File: config.mk
export PLATFORM = sky130hd
export DESIGN_NAME = tmr_pair
export DESIGN_NICKNAME = d
export VERILOG_FILES = /design/src/rtl/tmr_pkg.sv /design/src/rtl/tmr_tick.sv /design/src/rtl/tmr_edge.sv /design/src/rtl/tmr_core.sv /design/src/rtl/tmr_pair.sv
export SDC_FILE = /design/constraint.sdc
export NUM_CORES = 1
export LEC_CHECK = 0
export ABC_AREA = 0
export BUFFER_PORTS_ARGS = -buffer_cell sky130_fd_sc_hd__buf_4
export CAP_MARGIN = 10
export CORE_ASPECT_RATIO = 1.4
export CORE_MARGIN = 8
export CORE_UTILIZATION = 42
export DETAILED_ROUTE_END_ITERATION = 8
export PLACE_DENSITY = 0.59
export SLEW_MARGIN = 20
export SYNTH_ARGS = -nofsm -noshare
export SYNTH_HDL_FRONTEND = slang
export SYNTH_SLANG_ARGS = --single-unit
File: constraint.sdc
create_clock -name clk -period 2.4 [get_ports clk]
set_input_delay 0.12 -clock clk [delete_from_list [all_inputs] [get_ports clk]]
set_output_delay 0.12 -clock clk [all_outputs]
set_load 0.02 [all_outputs]
File: src/rtl/tmr_pkg.sv
package tmr_pkg;

    typedef enum logic [1:0] {
        MD_13BIT  = 2'd0,
        MD_16BIT  = 2'd1,
        MD_RELOAD = 2'd2,
        MD_SPLIT  = 2'd3
    } tmr_mode_e;

    typedef struct packed {
        logic      gate;
        logic      ext_sel;
        tmr_mode_e mode;
    } tmr_cfg_t;

    typedef enum logic {
        EV_LOW  = 1'b0,
        EV_HIGH = 1'b1
    } ev_state_e;

    localparam logic [2:0] ADR_CFG  = 3'd0;
    localparam logic [2:0] ADR_CTRL = 3'd1;
    localparam logic [2:0] ADR_LO0  = 3'd2;

endpackage

File: src/rtl/tmr_tick.sv
module tmr_tick #(
    parameter int DIV = 12
) (
    input  logic clk,
    input  logic rst_n,
    output logic tick_o
);
    localparam int CW = (DIV > 1) ? $clog2(DIV) : 1;

    logic [CW-1:0] div_q;

    always_ff @(posedge clk or negedge rst_n) begin
        if (!rst_n) begin
            div_q <= '0;
        end else if (tick_o) begin
            div_q <= '0;
        end else begin
            div_q <= div_q + 1'b1;
        end
    end

    assign tick_o = (div_q == CW'(DIV - 1));

    AST_TICK_SPACED: assert property (@(posedge clk) disable iff (!rst_n)
        tick_o |=> !tick_o);

endmodule

File: src/rtl/tmr_edge.sv
module tmr_edge
    import tmr_pkg::*;
(
    input  logic clk,
    input  logic rst_n,
    input  logic tick_i,
    input  logic pin_i,
    output logic pulse_o
);
    ev_state_e state_q, state_n;

    always_ff @(posedge clk or negedge rst_n) begin
        if (!rst_n) begin
            state_q <= EV_LOW;
        end else begin
            state_q <= state_n;
        end
    end

    always_comb begin
        state_n = state_q;
        if (tick_i) begin
            state_n = pin_i ? EV_HIGH : EV_LOW;
        end
    end

    always_comb begin
        pulse_o = 1'b0;
        unique case (state_q)
            EV_HIGH: pulse_o = tick_i && !pin_i;
            EV_LOW:  pulse_o = 1'b0;
        endcase
    end

    AST_EDGE_RETURNS_LOW: assert property (@(posedge clk) disable iff (!rst_n)
        pulse_o |=> (state_q == EV_LOW));

endmodule

File: src/rtl/tmr_core.sv
module tmr_core
    import tmr_pkg::*;
#(
    parameter int BW    = 8,
    parameter int PRE_W = 5
) (
    input  logic          clk,
    input  logic          rst_n,
    input  tmr_mode_e     mode_i,
    input  logic          inc_i,
    input  logic          hi_inc_i,
    input  logic          wr_lo_i,
    input  logic          wr_hi_i,
    input  logic [BW-1:0] wdata_i,
    output logic [BW-1:0] lo_o,
    output logic [BW-1:0] hi_o,
    output logic          ovf_o,
    output logic          hi_ovf_o
);
    logic [BW-1:0] lo_q, hi_q, lo_n, hi_n;

    always_ff @(posedge clk or negedge rst_n) begin
        if (!rst_n) begin
            lo_q <= '0;
            hi_q <= '0;
        end else begin
            lo_q <= lo_n;
            hi_q <= hi_n;
        end
    end

    always_comb begin
        lo_n     = lo_q;
        hi_n     = hi_q;
        ovf_o    = 1'b0;
        hi_ovf_o = 1'b0;
        unique case (mode_i)
            MD_13BIT: if (inc_i) begin
                lo_n[PRE_W-1:0] = lo_q[PRE_W-1:0] + 1'b1;
                if (&lo_q[PRE_W-1:0]) begin
                    hi_n  = hi_q + 1'b1;
                    ovf_o = &hi_q;
                end
            end
            MD_16BIT: if (inc_i) begin
                {hi_n, lo_n} = {hi_q, lo_q} + 1'b1;
                ovf_o        = &{hi_q, lo_q};
            end
            MD_RELOAD: if (inc_i) begin
                if (&lo_q) begin
                    lo_n  = hi_q;
                    ovf_o = 1'b1;
                end else begin
                    lo_n = lo_q + 1'b1;
                end
            end
            MD_SPLIT: begin
                if (inc_i) begin
                    lo_n  = lo_q + 1'b1;
                    ovf_o = &lo_q;
                end
                if (hi_inc_i) begin
                    hi_n     = hi_q + 1'b1;
                    hi_ovf_o = &hi_q;
                end
            end
        endcase
        if (wr_lo_i) lo_n = wdata_i;
        if (wr_hi_i) hi_n = wdata_i;
    end

    assign lo_o = lo_q;
    assign hi_o = hi_q;

    AST_RELOAD_FROM_HIGH: assert property (@(posedge clk) disable iff (!rst_n)
        (mode_i == MD_RELOAD && ovf_o && !wr_lo_i) |=> (lo_q == $past(hi_q)));
    AST_WIDE_WRAP_ZERO: assert property (@(posedge clk) disable iff (!rst_n)
        (mode_i == MD_16BIT && ovf_o && !wr_lo_i && !wr_hi_i) |=> ({hi_q, lo_q} == '0));

endmodule

File: src/rtl/tmr_pair.sv
module tmr_pair
    import tmr_pkg::*;
#(
    parameter int DIV   = 12,
    parameter int PRE_W = 5
) (
    input  logic        clk,
    input  logic        rst_n,
    input  logic        wr_en,
    input  logic [2:0]  wr_addr,
    input  logic [7:0]  wr_data,
    input  logic [1:0]  ev_pin,
    input  logic [1:0]  gate_pin,
    output logic [15:0] count0,
    output logic [15:0] count1,
    output logic [1:0]  ovf_flag
);
    localparam int NCH = 2;
    localparam int BW  = 8;

    tmr_cfg_t       cfg_q [NCH];
    logic [NCH-1:0] run_q, flag_q, flag_n;
    logic [NCH-1:0] ev_s1, ev_s2, gt_s1, gt_s2;
    logic [NCH-1:0] ev_pulse, src, en, inc, hi_inc, ovf, hi_ovf, set;
    logic [BW-1:0]  lo [NCH];
    logic [BW-1:0]  hi [NCH];
    logic           tick, ctrl_wr, split0;

    assign ctrl_wr = wr_en && (wr_addr == ADR_CTRL);
    assign split0  = (cfg_q[0].mode == MD_SPLIT);

    always_ff @(posedge clk or negedge rst_n) begin
        if (!rst_n) begin
            ev_s1 <= '0;
            ev_s2 <= '0;
            gt_s1 <= '0;
            gt_s2 <= '0;
        end else begin
            ev_s1 <= ev_pin;
            ev_s2 <= ev_s1;
            gt_s1 <= gate_pin;
            gt_s2 <= gt_s1;
        end
    end

    tmr_tick #(.DIV(DIV)) u_tick (
        .clk    (clk),
        .rst_n  (rst_n),
        .tick_o (tick)
    );

    always_comb begin
        set[0] = ovf[0];
        set[1] = split0 ? hi_ovf[0] : ovf[1];
        for (int i = 0; i < NCH; i++) begin
            flag_n[i] = (ctrl_wr ? (flag_q[i] & wr_data[2+i]) : flag_q[i]) | set[i];
        end
    end

    always_ff @(posedge clk or negedge rst_n) begin
        if (!rst_n) begin
            for (int i = 0; i < NCH; i++) cfg_q[i] <= '0;
            run_q  <= '0;
            flag_q <= '0;
        end else begin
            if (wr_en && wr_addr == ADR_CFG) begin
                for (int i = 0; i < NCH; i++) cfg_q[i] <= tmr_cfg_t'(wr_data[4*i +: 4]);
            end
            if (ctrl_wr) run_q <= wr_data[NCH-1:0];
            flag_q <= flag_n;
        end
    end

    for (genvar g = 0; g < NCH; g++) begin : g_ch
        tmr_edge u_edge (
            .clk     (clk),
            .rst_n   (rst_n),
            .tick_i  (tick),
            .pin_i   (ev_s2[g]),
            .pulse_o (ev_pulse[g])
        );

        assign src[g] = cfg_q[g].ext_sel ? ev_pulse[g] : tick;
        assign en[g]  = run_q[g] && (!cfg_q[g].gate || gt_s2[g]);

        if (g == 0) begin : g_main
            assign inc[g]    = src[g] && en[g];
            assign hi_inc[g] = tick && run_q[1];
        end else begin : g_side
            assign inc[g]    = src[g] && en[g] && (cfg_q[g].mode != MD_SPLIT);
            assign hi_inc[g] = 1'b0;
        end

        tmr_core #(.BW(BW), .PRE_W(PRE_W)) u_core (
            .clk      (clk),
            .rst_n    (rst_n),
            .mode_i   (cfg_q[g].mode),
            .inc_i    (inc[g]),
            .hi_inc_i (hi_inc[g]),
            .wr_lo_i  (wr_en && wr_addr == ADR_LO0 + 3'(2*g)),
            .wr_hi_i  (wr_en && wr_addr == ADR_LO0 + 3'(2*g + 1)),
            .wdata_i  (wr_data),
            .lo_o     (lo[g]),
            .hi_o     (hi[g]),
            .ovf_o    (ovf[g]),
            .hi_ovf_o (hi_ovf[g])
        );
    end

    assign count0   = {hi[0], lo[0]};
    assign count1   = {hi[1], lo[1]};
    assign ovf_flag = flag_q;

    AST_STOPPED_HOLDS: assert property (@(posedge clk) disable iff (!rst_n)
        (run_q == '0 && !wr_en) |=> $stable(count0));
    AST_SIDE_FROZEN: assert property (@(posedge clk) disable iff (!rst_n)
        (cfg_q[1].mode == MD_SPLIT && !wr_en) |=> $stable(count1));
    AST_FLAG_STICKY: assert property (@(posedge clk) disable iff (!rst_n)
        (ovf_flag[0] && !ctrl_wr) |=> ovf_flag[0]);
    AST_GATE_BLOCKS: assert property (@(posedge clk) disable iff (!rst_n)
        (cfg_q[0].gate && !gt_s2[0] && !split0 && !wr_en) |=> $stable(count0));

endmodule

==> results of run 1 <==
==> power by group through the flow <==
stage / combinational (W) / clock [W] / sequential, W
after detailed placement: 0.00175 / 0 / 0.00165
after global routing: 0.00193 / 0.00142 / 0.00170
after floorplan: 0.000849 / 0 / 0.00181
after CTS: 0.00176 / 0.00138 / 0.00164
final: 0.00174 / 0.00135 / 0.00165
after global placement: 0.00174 / 0 / 0.00165
==> routing by layer <==
metal / up-vias / track usage (%)
met3: 26 / 4.678
met2: 86 / 32.64
li1: 1503 / -
met5: - / 0
met1: 1479 / 21.06
met4: 0 / 9.606
==> critical path, cell delays in order (launching register included) <==
cell and delay (ns):
dfrtp_1 0.44, ha_1 0.26, nand3_1 0.11, inv_1 0.10, ha_1 0.21, nand2b_1 0.15
a21oi_2 0.36, and4bb_1 0.25, xnor2_1 0.15, o21ai_1 0.08
==> sequential cells by signal, summed over array words and instances (netlist names) <==
register,cells
g_ch.u_core.hi_o,16
g_ch.u_core.lo_o,16
cfg_q,8
u_tick.div_q,4
ev_s1,2
ev_s2,2
g_ch.u_edge.state_q,2
gt_s1,2
gt_s2,2
ovf_flag,2
run_q,2
==> synthesized netlist by cell type (2+ instances only) <==
| cell | n |
|---|---|
| nor2_1 | 38 |
| a21oi_1 | 17 |
| nand2b_1 | 8 |
| o21ai_0 | 26 |
| and3_1 | 4 |
| ha_1 | 16 |
| inv_1 | 13 |
| o31ai_1 | 6 |
| mux2i_1 | 4 |
| a211oi_1 | 3 |
| or2b_1 | 2 |
| a2111oi_4 | 2 |
| nor4_2 | 3 |
| dfrtp_1 | 58 |
| and2_1 | 2 |
| nor2b_1 | 3 |
| mux2_2 | 9 |
| o21ai_1 | 7 |
| clkbuf_1 | 5 |
| a221oi_1 | 3 |
| nand3_1 | 15 |
| a31oi_1 | 6 |
| nand2_1 | 50 |
| o22ai_1 | 8 |
| nor3_1 | 8 |
| xnor2_1 | 12 |
| nor3b_1 | 5 |
| and4_1 | 4 |
| nand4b_1 | 2 |
| xor2_1 | 6 |
| nand4_1 | 9 |
| or3_1 | 5 |
==> cell families (layout without fill, tap and decap cells) <==
logic type,Yosys count,in the layout
DFF,58,58
buffers and inverters,19,88
xor gates and xnor gates,18,18
muxes,13,13
AOI/OAI and AO/OA,90,90
adders and majority gates,16,16
and+or+nand+nor,164,164
==> path summary, 6_finish.rpt <==
check                                       startpoint                     end  slack, ns  cells after the start
worst max-delay path            g_ch[0].u_core.lo_o[0]  g_ch[0].u_core.hi_o[2]       0.16                      9
worst min-delay path                        wr_data[6]  g_ch[1].u_core.lo_o[6]       0.07                      3
worst max register to register  g_ch[0].u_core.lo_o[0]  g_ch[0].u_core.hi_o[2]       0.16                      9
worst min register to register                gt_s1[1]                gt_s2[1]       0.34                      0
max in group asynchronous                        rst_n  g_ch[0].u_core.hi_o[0]       1.51                      2
min in group asynchronous                        rst_n  g_ch[1].u_core.lo_o[5]       0.40                      2
==> what timing repair did <==
action                                 4_1_cts  5_1_grt
endpoints found under the hold margin       62        0
hold buffers                                 5        0
resized for setup                            0        0
==> through the flow <==
step / area [sq um] / hold WS, ns / std cells / power [W]
finish: 4353 / 0.06528 / 549 / 0.004734
global placement: 3995 / 0.2295 / 530 / 0.003392
detailed placement: 3995 / 0.2306 / 530 / 0.003400
CTS: 4353 / 0.05420 / 549 / 0.004782
global route: 4353 / 0.07517 / 549 / 0.005049
floorplan: 3470 / -0.1756 / 378 / 0.002659
==> final cells by class <==
| type | count | area, sq um | share of cell area, % |
|---|---|---|---|
| Sequential cell | 58 | 1451 | 33.34 |
| Tap cell | 102 | 127.6 | 2.932 |
| Timing Repair Buffer | 61 | 470.5 | 10.81 |
| Clock buffer | 11 | 242.7 | 5.576 |
| Clock inverter | 3 | 65.06 | 1.495 |
| Multi-Input combinational cell | 301 | 1947 | 44.73 |
| Inverter | 13 | 48.80 | 1.121 |
==> reports/qor.json, run 1 <==
{
  "cts-htree-levels": 3,
  "worstSkewPairLatency_ns": 0.33,
  "yosys.area_share.adder_pct": 5.770,
  "switching_power_w": 0.001819,
  "num-fill-cells": 783,
  "dp_hpwl_um": 7506,
  "arrival_ns": 2.45,
  "die_width_um": 92.82,
  "rows": 39,
  "finish.utilization_pct": 53.74,
  "postCtsSetupRepairBufs": 0,
  "starting_density_of_the_core_pct": 42.83,
  "port_buffers": 51,
  "power.internal_w": 0.002915,
  "type_of_the_most_critical_hold_path": "input port to register",
  "synth_area_per_cell_sq_um": 9.179,
  "timing.final.setup_violations": 0,
  "seq_power_share_pct": 34.8,
  "post-place-ws_ns": 0.1974,
  "switching_share_pct": 38.43,
  "critPathLaunchType": "register",
  "compound_gate_fraction_of_synth_area_pct": 17.38,
  "report.final.slew_viol_count": 0,
  "antenna_cells": 0,
  "detail_route.wirelength.met1_um": 4022,
  "synth.ff_latch_count": 58,
  "wire_per_inst_um": 18.33,
  "clockBufferDepth": 2,
  "synth_simple_gate_area_share_pct": 24.34,
  "pin_count": 52,
  "num-nets-final": 478,
  "final_common_cell": "dfrtp_1",
  "synthMuxAreaShare_pct": 4.075,
  "ys_top_cells_by_area": "dfrtp_1, ha_1, nand2_1, nor2_1, o21ai_0",
  "clock_power_share_pct": 28.4,
  "cts.clk_slew.worst_paths_ns": 0.05,
  "timing.critical_path.to_type": "register",
  "synth_top_family_by_area": "simple AND/OR/NAND/NOR gates",
  "drv.max_cap_violation_count": 0,
  "post-route-worst-setup-slack_ns": 0.1591,
  "drcViolationCount": 0,
  "period_minus_slack_ns": 2.241,
  "yosys_warnings": 0,
  "ctsRootBufferMaster": "clkbuf_16",
  "detail_route.vias_per_cell": 5.636,
  "vdd_drop_max_mv": 0.6301,
  "detailroute.via_count": 3094,
  "tritoncts": "yes",
  "fp.dieArea_sq_um": 11470,
  "drt_iter0_drc": 179,
  "yosysSeqAreaShare_pct": 41.83,
  "met3_length_um": 590,
  "hold_viol_final": 0,
  "synthArstFlopShare_pct": 100.0,
  "synth-xor-area-share_pct": 4.544,
  "clkSinkCount": 58,
  "leading_cell_types_in_the_layout_fill_and_taps_excluded": "dfrtp_1, buf_4, nand2_1",
  "power-per-cell-area_nw_per_um2": 1088,
  "highest-signal-layer": "met4",
  "worstSetupPathType": "register to register",
  "outcome": "finished clean",
  "area_growth_syn_to_layout_pct": 25.46,
  "top_fanout_value_on_the_critical_path": 8,
  "final.period_utilization_pct": 93.37,
  "synthesis.nets": 412,
  "die_y_um": 123.5,
  "floorplan.core_area_sq_um": 8100,
  "worst_slew_margin_rel_pct": 50.74,
  "gp_routability_congestion": 0.9125,
  "postSynthCellCount": 378,
  "total_iterations_of_the_first_detailed_routing_run": 4,
  "dr_wl_met2_um": 5118,
  "rsz0062_at_grt": "false",
  "synth_unique_cells": 51,
  "global_route.overflow_total": 0,
  "detail_route.wirelength_um": 10060,
  "worst_slew_pin_tran_ns": 0.7389,
  "grt_use_total_pct": 18.87,
  "area_share_of_the_largest_cell_type_after_synthesis_pct": 41.83,
  "clock_skew_ns": 0.007671,
  "grt_first_pass_wirelength_um": 16590,
  "ys_dominant_reg_cell": "dfrtp_1",
  "cts_buffers": 9,
  "total_negative_slack_for_setup_checks_ns": 0,
  "post_synthesis_cell_area_sq_um": 3470,
  "required_ns": 2.61,
  "grt_start_max_net_pins": 59,
  "synthDominantAreaCellType": "dfrtp_1",
  "synth_enable_flop_cells": 0,
  "layout_cells_sized_above_1_pct": 20.36,
  "antenna_nets_post_route": 0,
  "leakagePower_nw": 1.856,
  "max_freq_mhz": 446.3,
  "antenna_found_initial": 0,
  "share_comb_of_total_power_pct": 36.8,
  "first_global_vias": 3097
}
Note: power is estimated with default switching activity, not from simulation.
==> run 2: changes to the inputs <==
Settings changed: CTS_BUF_LIST from default to sky130_fd_sc_hd__clkbuf_4 sky130_fd_sc_hd__clkbuf_8.
==> run 2 against run 1 <==
Compared with the run above: clock power decreased by 26%; first-iteration DRC count decreased by 15%; routed wire length increased by 0.83%; sequential power about the same; critical path type unchanged; largest cell class unchanged.
==> reports/qor.json, run 2 (synthesis gave the netlist of run 1 again) <==
{
  "outcome": "finished clean",
  "switching_power": {"value": 0.001782, "unit": "W", "change": "-2.0%"},
  "switching_share": {"value": 40.66, "unit": "%", "change": "+2.2 points"},
  "final.period_utilization": {"value": 94.00, "unit": "%", "change": "+0.63 points"},
  "type_of_the_most_critical_hold_path": "input port to register",
  "cts-htree-levels": {"value": 3, "change": "unchanged"},
  "placedCellCount": {"value": 530, "change": "unchanged"},
  "postCtsSetupRepairBufs": {"value": 0, "change": "unchanged"},
  "gp_routability_congestion": {"value": 0.9125, "change": "unchanged"},
  "cts.clk_slew.worst_paths": {"value": 0.06, "unit": "ns", "change": "about the same"},
  "port_buffers": {"value": 51, "change": "unchanged"},
  "drv.max_cap_violation_count": {"value": 0, "change": "unchanged"},
  "period_minus_slack": {"value": 2.256, "unit": "ns", "change": "+0.01514 ns"},
  "leading_cell_types_in_the_layout_fill_and_taps_excluded": "dfrtp_1, buf_4, nand2_1",
  "worst_slew_pin_tran": {"value": 0.7376, "unit": "ns", "change": "-0.001227 ns"},
  "power-per-cell-area": {"value": 1030, "unit": "nW/um^2", "change": "-5.3%"},
  "timing.critical_path.max_delay_family": "simple AND/OR/NAND/NOR gates",
  "critical_path.most_common_cell": "ha_1",
  "met3_length": {"value": 633, "unit": "um", "change": "+7.3%"},
  "worst_slew_margin_rel": {"value": 50.82, "unit": "%", "change": "+0.082 points"},
  "detail_route.vias_per_cell": {"value": 5.625, "change": "-0.19%"},
  "grt_use_total": {"value": 18.88, "unit": "%", "change": "about the same"},
  "seq_power_share": {"value": 37.5, "unit": "%", "change": "+2.7 points"},
  "clock_skew": {"value": 0.01096, "unit": "ns", "change": "+0.003293 ns"},
  "antenna_nets_post_route": {"value": 0, "change": "unchanged"},
  "drt_iter0_drc": {"value": 153, "change": "-15%"},
  "antenna_found_initial": {"value": 0, "change": "unchanged"},
  "dp_hpwl": {"value": 7506, "unit": "um", "change": "unchanged"},
  "finalNonFillerCells": {"value": 549, "change": "unchanged"},
  "worst_path_largest_cell_delay": {"value": 0.44, "unit": "ns", "change": "about the same"},
  "timing.final.setup_violations": {"value": 0, "change": "unchanged"},
  "cts-hold-fix-buffers": {"value": 5, "change": "unchanged"},
  "drcViolationCount": {"value": 0, "change": "unchanged"},
  "floorplan.core_area": {"value": 8100, "unit": "sq um", "change": "unchanged"},
  "die_y": {"value": 123.5, "unit": "um", "change": "unchanged"},
  "placement.cell_area": {"value": 3995, "unit": "sq um", "change": "unchanged"},
  "worstSkewPairLatency": {"value": 0.35, "unit": "ns", "change": "+0.02 ns"},
  "worstSetupPathType": "register to register",
  "rows": {"value": 39, "change": "unchanged"},
  "highest-signal-layer": "met4",
  "pin_count": {"value": 52, "change": "unchanged"},
  "clkSinkCount": {"value": 58, "change": "unchanged"},
  "layout_cells_sized_above_1": {"value": 20.58, "unit": "%", "change": "+0.22 points"},
  "total_negative_slack_for_setup_checks": {"value": 0, "unit": "ns", "change": "unchanged"},
  "total_iterations_of_the_first_detailed_routing_run": {"value": 4, "change": "unchanged"},
  "num-nets-final": {"value": 478, "change": "unchanged"},
  "power.internal": {"value": 0.002601, "unit": "W", "change": "-11%"},
  "clock_power_share": {"value": 22.7, "unit": "%", "change": "-5.7 points"},
  "starting_density_of_the_core": {"value": 42.83, "unit": "%", "change": "unchanged"},
  "hold_viol_final": {"value": 0, "change": "unchanged"},
  "ctsRootBufferMaster": "clkbuf_8",
  "die_width": {"value": 92.82, "unit": "um", "change": "unchanged"},
  "crit_slowest_cell": "dfrtp_1",
  "area_growth_syn_to_layout_pct": 22.65,
  "max_freq": {"value": 443.3, "unit": "MHz", "change": "-0.67%"},
  "dr_wl_met2": {"value": 5189, "unit": "um", "change": "+1.4%"},
  "global_route.overflow_total": {"value": 0, "change": "unchanged"},
  "share_comb_of_total_power": {"value": 39.8, "unit": "%", "change": "+3.0 points"},
  "required": {"value": 2.62, "unit": "ns", "change": "about the same"},
  "vdd_drop_max": {"value": 0.6018, "unit": "mV", "change": "-4.5%"},
  "rsz0062_at_grt": "false",
  "top_fanout_value_on_the_critical_path": {"value": 8, "change": "unchanged"},
  "tritoncts": "yes",
  "fp.dieArea": {"value": 11470, "unit": "sq um", "change": "unchanged"},
  "crit_path_cell_trace": "ha_1, nand3_1, inv_1, ha_1, nand2b_1, a21oi_2, and4bb_1, xnor2_1, o21ai_1",
  "first_global_vias": {"value": 3115, "change": "+0.58%"},
  "design_area": {"value": 4255, "unit": "sq um", "change": "-2.2%"},
  "detail_route.wirelength.met1": {"value": 4004, "unit": "um", "change": "-0.45%"},
  "grt_first_pass_wirelength": {"value": 16590, "unit": "um", "change": "unchanged"},
  "worst-path-buf-inv": {"value": 1, "change": "unchanged"},
  "critPathLaunchType": "register",
  "detail_route.wirelength": {"value": 10150, "unit": "um", "change": "+0.83%"},
  "grt_start_max_net_pins": {"value": 59, "change": "unchanged"},
  "clockBufferDepth": {"value": 2, "change": "unchanged"},
  "final_common_cell": "dfrtp_1",
  "antenna_cells": {"value": 0, "change": "unchanged"},
  "leakagePower": {"value": 1.814, "unit": "nW", "change": "-2.3%"},
  "cts_buffers": {"value": 9, "change": "unchanged"},
  "timing.critical_path.to_type": "register",
  "report.final.slew_viol_count": {"value": 0, "change": "unchanged"},
  "detailroute.via_count": {"value": 3088, "change": "-0.19%"},
  "cts.repair.resized": {"value": 0, "change": "unchanged"},
  "wire_per_inst": {"value": 18.48, "unit": "um", "change": "+0.83%"},
  "arrival": {"value": 2.48, "unit": "ns", "change": "+0.03 ns"}
}
[run 2: cell counts in the layout (fill, tap and decap cells not counted)]
Identical to the previous run, type by type.
[run 2: routing by layer]
metal	vias up	global-route usage (%)
met4	0	10.92
met5	-	0
li1	1494	-
met3	25	4.253
met2	93	32.59
met1	1476	20.91
[run 2: stage by stage]
stage	total power [W]	setup slack [ns]	util [%]	hold slack [ns]
floorplan	0.002659	0.3131	-	-0.1756
global placement	0.003392	0.1943	49.32	0.2295
detailed placement	0.003400	0.1974	49.32	0.2306
CTS	0.004427	0.1605	52.53	0.02911
global route	0.004700	0.02495	52.53	0.04810
finish	0.004383	0.1440	52.53	0.05046
[run 2: worst min-delay path: stages]
cell,delay (ns)
buf_4,0.14
nand2_1,0.06
nand2_1,0.05
[run 2: power groups by stage]
stage	sequential, W	clock, W	combinational [W]
after floorplan	0.00181	0	0.000849
after global placement	0.00165	0	0.00174
after detailed placement	0.00165	0	0.00175
after CTS	0.00164	0.00103	0.00176
after global routing	0.00169	0.00107	0.00193
final	0.00164	0.000995	0.00174
[run 2: layout make-up]
type	count	area, sq um
clock buffer	11	145.1
clock inverter	3	65.06
fill	791	3845
inverter	13	48.80
multi-input combinational	301	1947
sequential	58	1451
tap	102	127.6
timing repair buffer	61	470.5
[run 2: path summary, 6_finish.rpt]
check                                  startpoint                      to  slack [ns]  depth (start not counted)
min in group asynchronous                   rst_n  g_ch[1].u_core.lo_o[5]        0.37                          2
min                                    wr_data[5]  g_ch[0].u_core.lo_o[5]        0.05                          3
max in group asynchronous                   rst_n  g_ch[0].u_core.hi_o[0]        1.52                          2
max reg2reg                g_ch[0].u_core.lo_o[0]  g_ch[0].u_core.hi_o[2]        0.14                          9
min reg2reg                              gt_s1[1]                gt_s2[1]        0.35                          0
max                        g_ch[0].u_core.lo_o[0]  g_ch[0].u_core.hi_o[2]        0.14                          9
==> run 3: changes to the inputs <==
Settings changed: CTS_BUF_LIST sky130_fd_sc_hd__clkbuf_4 sky130_fd_sc_hd__clkbuf_8 to sky130_fd_sc_hd__clkbuf_8, GPL_TIMING_DRIVEN from default to 0.
==> run 3 against run 2 <==
Compared with the run above: sequential cell count unchanged; sequential share of layout area decreased by 0.11 points; global-route usage shrank 0.23 points; non-clock buffer count increased by 1; clock power is 6% higher; largest cell class unchanged; largest power group unchanged.
==> reports/qor.json, run 3 (synthesis gave the netlist of run 1 again) <==
{
  "gp_routability_congestion": {"value": 0.8876, "change": "-2.7%"},
  "fp.dieArea": {"value": 11470, "unit": "sq um", "change": "unchanged"},
  "leading_cell_types_in_the_layout_fill_and_taps_excluded": "dfrtp_1, buf_4, nand2_1",
  "final.period_utilization": {"value": 93.24, "unit": "%", "change": "-0.76 points"},
  "postCtsSetupRepairBufs": {"value": 0, "change": "unchanged"},
  "cts_buffers": {"value": 9, "change": "unchanged"},
  "global_route.overflow_total": {"value": 0, "change": "unchanged"},
  "clockBufferDepth": {"value": 2, "change": "unchanged"},
  "grt_use_total": {"value": 18.65, "unit": "%", "change": "-0.23 points"},
  "total_iterations_of_the_first_detailed_routing_run": {"value": 4, "change": "unchanged"},
  "area_growth_syn_to_layout_pct": 23.04,
  "rows": {"value": 39, "change": "unchanged"},
  "period_minus_slack": {"value": 2.238, "unit": "ns", "change": "-0.01825 ns"},
  "drcViolationCount": {"value": 0, "change": "unchanged"},
  "hold-path-endpoint": "g_ch[0].u_core.lo_o[6]",
  "timing.rr.start": "u_tick.div_q[0]",
  "r2r-end": "g_ch[1].u_core.hi_o[4]",
  "drv.max_cap_violation_count": {"value": 0, "change": "unchanged"},
  "detail_route.vias_per_cell": {"value": 5.734, "change": "+1.9%"},
  "total_negative_slack_for_setup_checks": {"value": 0, "unit": "ns", "change": "unchanged"},
  "antenna_found_initial": {"value": 0, "change": "unchanged"},
  "worst_slew_margin_rel": {"value": 27.44, "unit": "%", "change": "-23 points"},
  "detail_route.wirelength": {"value": 10250, "unit": "um", "change": "+1.0%"},
  "reg2reg_depth": {"value": 7, "change": "-2"},
  "starting_density_of_the_core": {"value": 42.83, "unit": "%", "change": "unchanged"},
  "tritoncts": "yes",
  "report.final.slew_viol_count": {"value": 0, "change": "unchanged"},
  "required": {"value": 2.68, "unit": "ns", "change": "+0.06 ns"},
  "floorplan.core_area": {"value": 8100, "unit": "sq um", "change": "unchanged"},
  "die_y": {"value": 123.5, "unit": "um", "change": "unchanged"},
  "first_global_vias": {"value": 3132, "change": "+0.55%"},
  "top_fanout_value_on_the_critical_path": {"value": 5, "change": "-3"},
  "clock_skew": {"value": 0.01067, "unit": "ns", "change": "-0.0002914 ns"},
  "finish.utilization": {"value": 52.70, "unit": "%", "change": "+0.17 points"},
  "num-fill-cells": {"value": 789, "change": "-0.25%"},
  "cts.clk_slew.worst_paths": {"value": 0.07, "unit": "ns", "change": "about the same"},
  "antenna_cells": {"value": 0, "change": "unchanged"},
  "cts-htree-levels": {"value": 3, "change": "unchanged"},
  "ctsRootBufferMaster": "clkbuf_8",
  "rsz0062_at_grt": "false",
  "max_freq": {"value": 446.9, "unit": "MHz", "change": "+0.82%"},
  "outcome": "finished clean",
  "hold_viol_final": {"value": 0, "change": "unchanged"},
  "pin_count": {"value": 52, "change": "unchanged"},
  "detailroute.via_count": {"value": 3165, "change": "+2.5%"},
  "clkSinkCount": {"value": 58, "change": "unchanged"},
  "critPathLaunchType": "register",
  "num-nets-final": {"value": 479, "change": "+0.21%"},
  "reg_to_reg_setup_timing_slack": {"value": 0.16, "unit": "ns", "change": "+0.02 ns"},
  "worstSetupPathType": "register to register",
  "leakagePower": {"value": 1.798, "unit": "nW", "change": "-0.89%"},
  "type_of_the_most_critical_hold_path": "input port to register",
  "worstSkewPairLatency": {"value": 0.36, "unit": "ns", "change": "about the same"},
  "dp_hpwl": {"value": 7528, "unit": "um", "change": "+0.30%"},
  "timing.final.setup_violations": {"value": 0, "change": "unchanged"},
  "worst_hold_startpoint": "wr_data[6]",
  "grt_first_pass_wirelength": {"value": 16370, "unit": "um", "change": "-1.3%"},
  "arrival": {"value": 2.52, "unit": "ns", "change": "+0.04 ns"},
  "layout_cells_sized_above_1": {"value": 20.00, "unit": "%", "change": "-0.58 points"},
  "timing.critical_path.to_type": "register",
  "power-per-cell-area": {"value": 1040, "unit": "nW/um^2", "change": "+0.96%"},
  "worst_slew_pin_tran": {"value": 1.086, "unit": "ns", "change": "+0.3484 ns"},
  "vdd_drop_max": {"value": 0.5284, "unit": "mV", "change": "-12%"},
  "antenna_nets_post_route": {"value": 0, "change": "unchanged"},
  "whs_path_depth": {"value": 3, "change": "unchanged"},
  "die_width": {"value": 92.82, "unit": "um", "change": "unchanged"},
  "final_common_cell": "dfrtp_1",
  "port_buffers": {"value": 51, "change": "unchanged"},
  "wire_per_inst": {"value": 18.57, "unit": "um", "change": "+0.46%"},
  "drt_iter0_drc": {"value": 146, "change": "-4.6%"},
  "grt_start_max_net_pins": {"value": 59, "change": "unchanged"}
}
## run 3: cell types whose count changed in the layout (fill, tap and decap cells not counted)
cell        delta
nor3_1         -1
a21oi_2        -1
clkbuf_4       -1
a21oi_4        +1
buf_1          +1
buf_4          -5
clkinvlp_4     +2
nor3_2         +1
clkbuf_1       +5
inv_6          +1
## run 3: area by class of cell
cell class	count	area, sq um	share of cell area, %
clock buffers	10	137.6	3.224
clock inverters	6	88.84	2.081
flip-flops and latches	58	1451	34.00
multi-input cells	301	1959	45.90
well taps	102	127.6	2.989
repair buffers	56	432.9	10.14
inverters	13	48.80	1.143
plain buffers	6	22.52	0.5276
## run 3: per-layer routing
metal | wire [um] | share of wire, % | global-route usage (%) | vias up
met5 | 0 | 0 | 0 | -
li1 | - | - | - | 1508
met2 | 5086 | 50 | 31.39 | 102
met3 | 549 | 5.4 | 4.739 | 27
met1 | 4225 | 41 | 20.98 | 1528
met4 | 387 | 3.8 | 10.82 | 0
## run 3: how the worst max path moves through the flow
stage / startpoint / end / slack [ns] / depth (start not counted)
2_1_floorplan: g_ch[1].u_core.lo_o[0] / g_ch[1].u_core.hi_o[1] / 0.31 / 9
3_3_place_gp: u_tick.div_q[0] / g_ch[1].u_core.lo_o[6] / 0.15 / 7
3_5_place_dp: u_tick.div_q[0] / g_ch[1].u_core.lo_o[6] / 0.09 / 7
4_1_cts: u_tick.div_q[0] / g_ch[1].u_core.lo_o[6] / 0.09 / 7
5_1_grt: g_ch[0].u_core.lo_o[0] / g_ch[0].u_core.hi_o[2] / 0.05 / 9
6_report: u_tick.div_q[0] / g_ch[1].u_core.hi_o[4] / 0.16 / 7
## run 3: worst max-delay path: stages (launching register included)
cell and delay [ns]:
dfrtp_1 0.37, ha_1 0.26, nand4b_2 0.24, a2111o_1 0.50, a211oi_4 0.34, nand4_1 0.15, xor2_1 0.16, a21oi_1 0.15
## run 3: metrics by stage
| stage | hold slack [ns] | area (sq um) | cells | setup slack [ns] | total power (W) |
|---|---|---|---|---|---|
| after detailed placement | 0.2306 | 3980 | 531 | 0.08538 | 0.003395 |
| final | 0.04293 | 4269 | 552 | 0.1622 | 0.004440 |
| after global routing | 0.05928 | 4269 | 552 | 0.04827 | 0.004734 |
| after CTS | 0.03305 | 4257 | 552 | 0.09465 | 0.004471 |
| after global placement | 0.2298 | 3980 | 531 | 0.1459 | 0.003359 |
| after floorplan | -0.1756 | 3470 | 378 | 0.3131 | 0.002659 |
## run 3: timing repair
| item | CTS | global route |
|---|---|---|
| hold buffers | 5 | 0 |
| resized for setup | 0 | 2 |
| endpoints found under the setup margin | 0 | 2 |
| endpoints found under the hold margin | 62 | 0 |
## run 3: power by group
group / internal (W) / switching [W]
Clock: 0.000614 / 0.000438
Combinational: 0.000744 / 0.000995
Sequential: 0.00124 / 0.000412
Total: 0.00260 / 0.00184
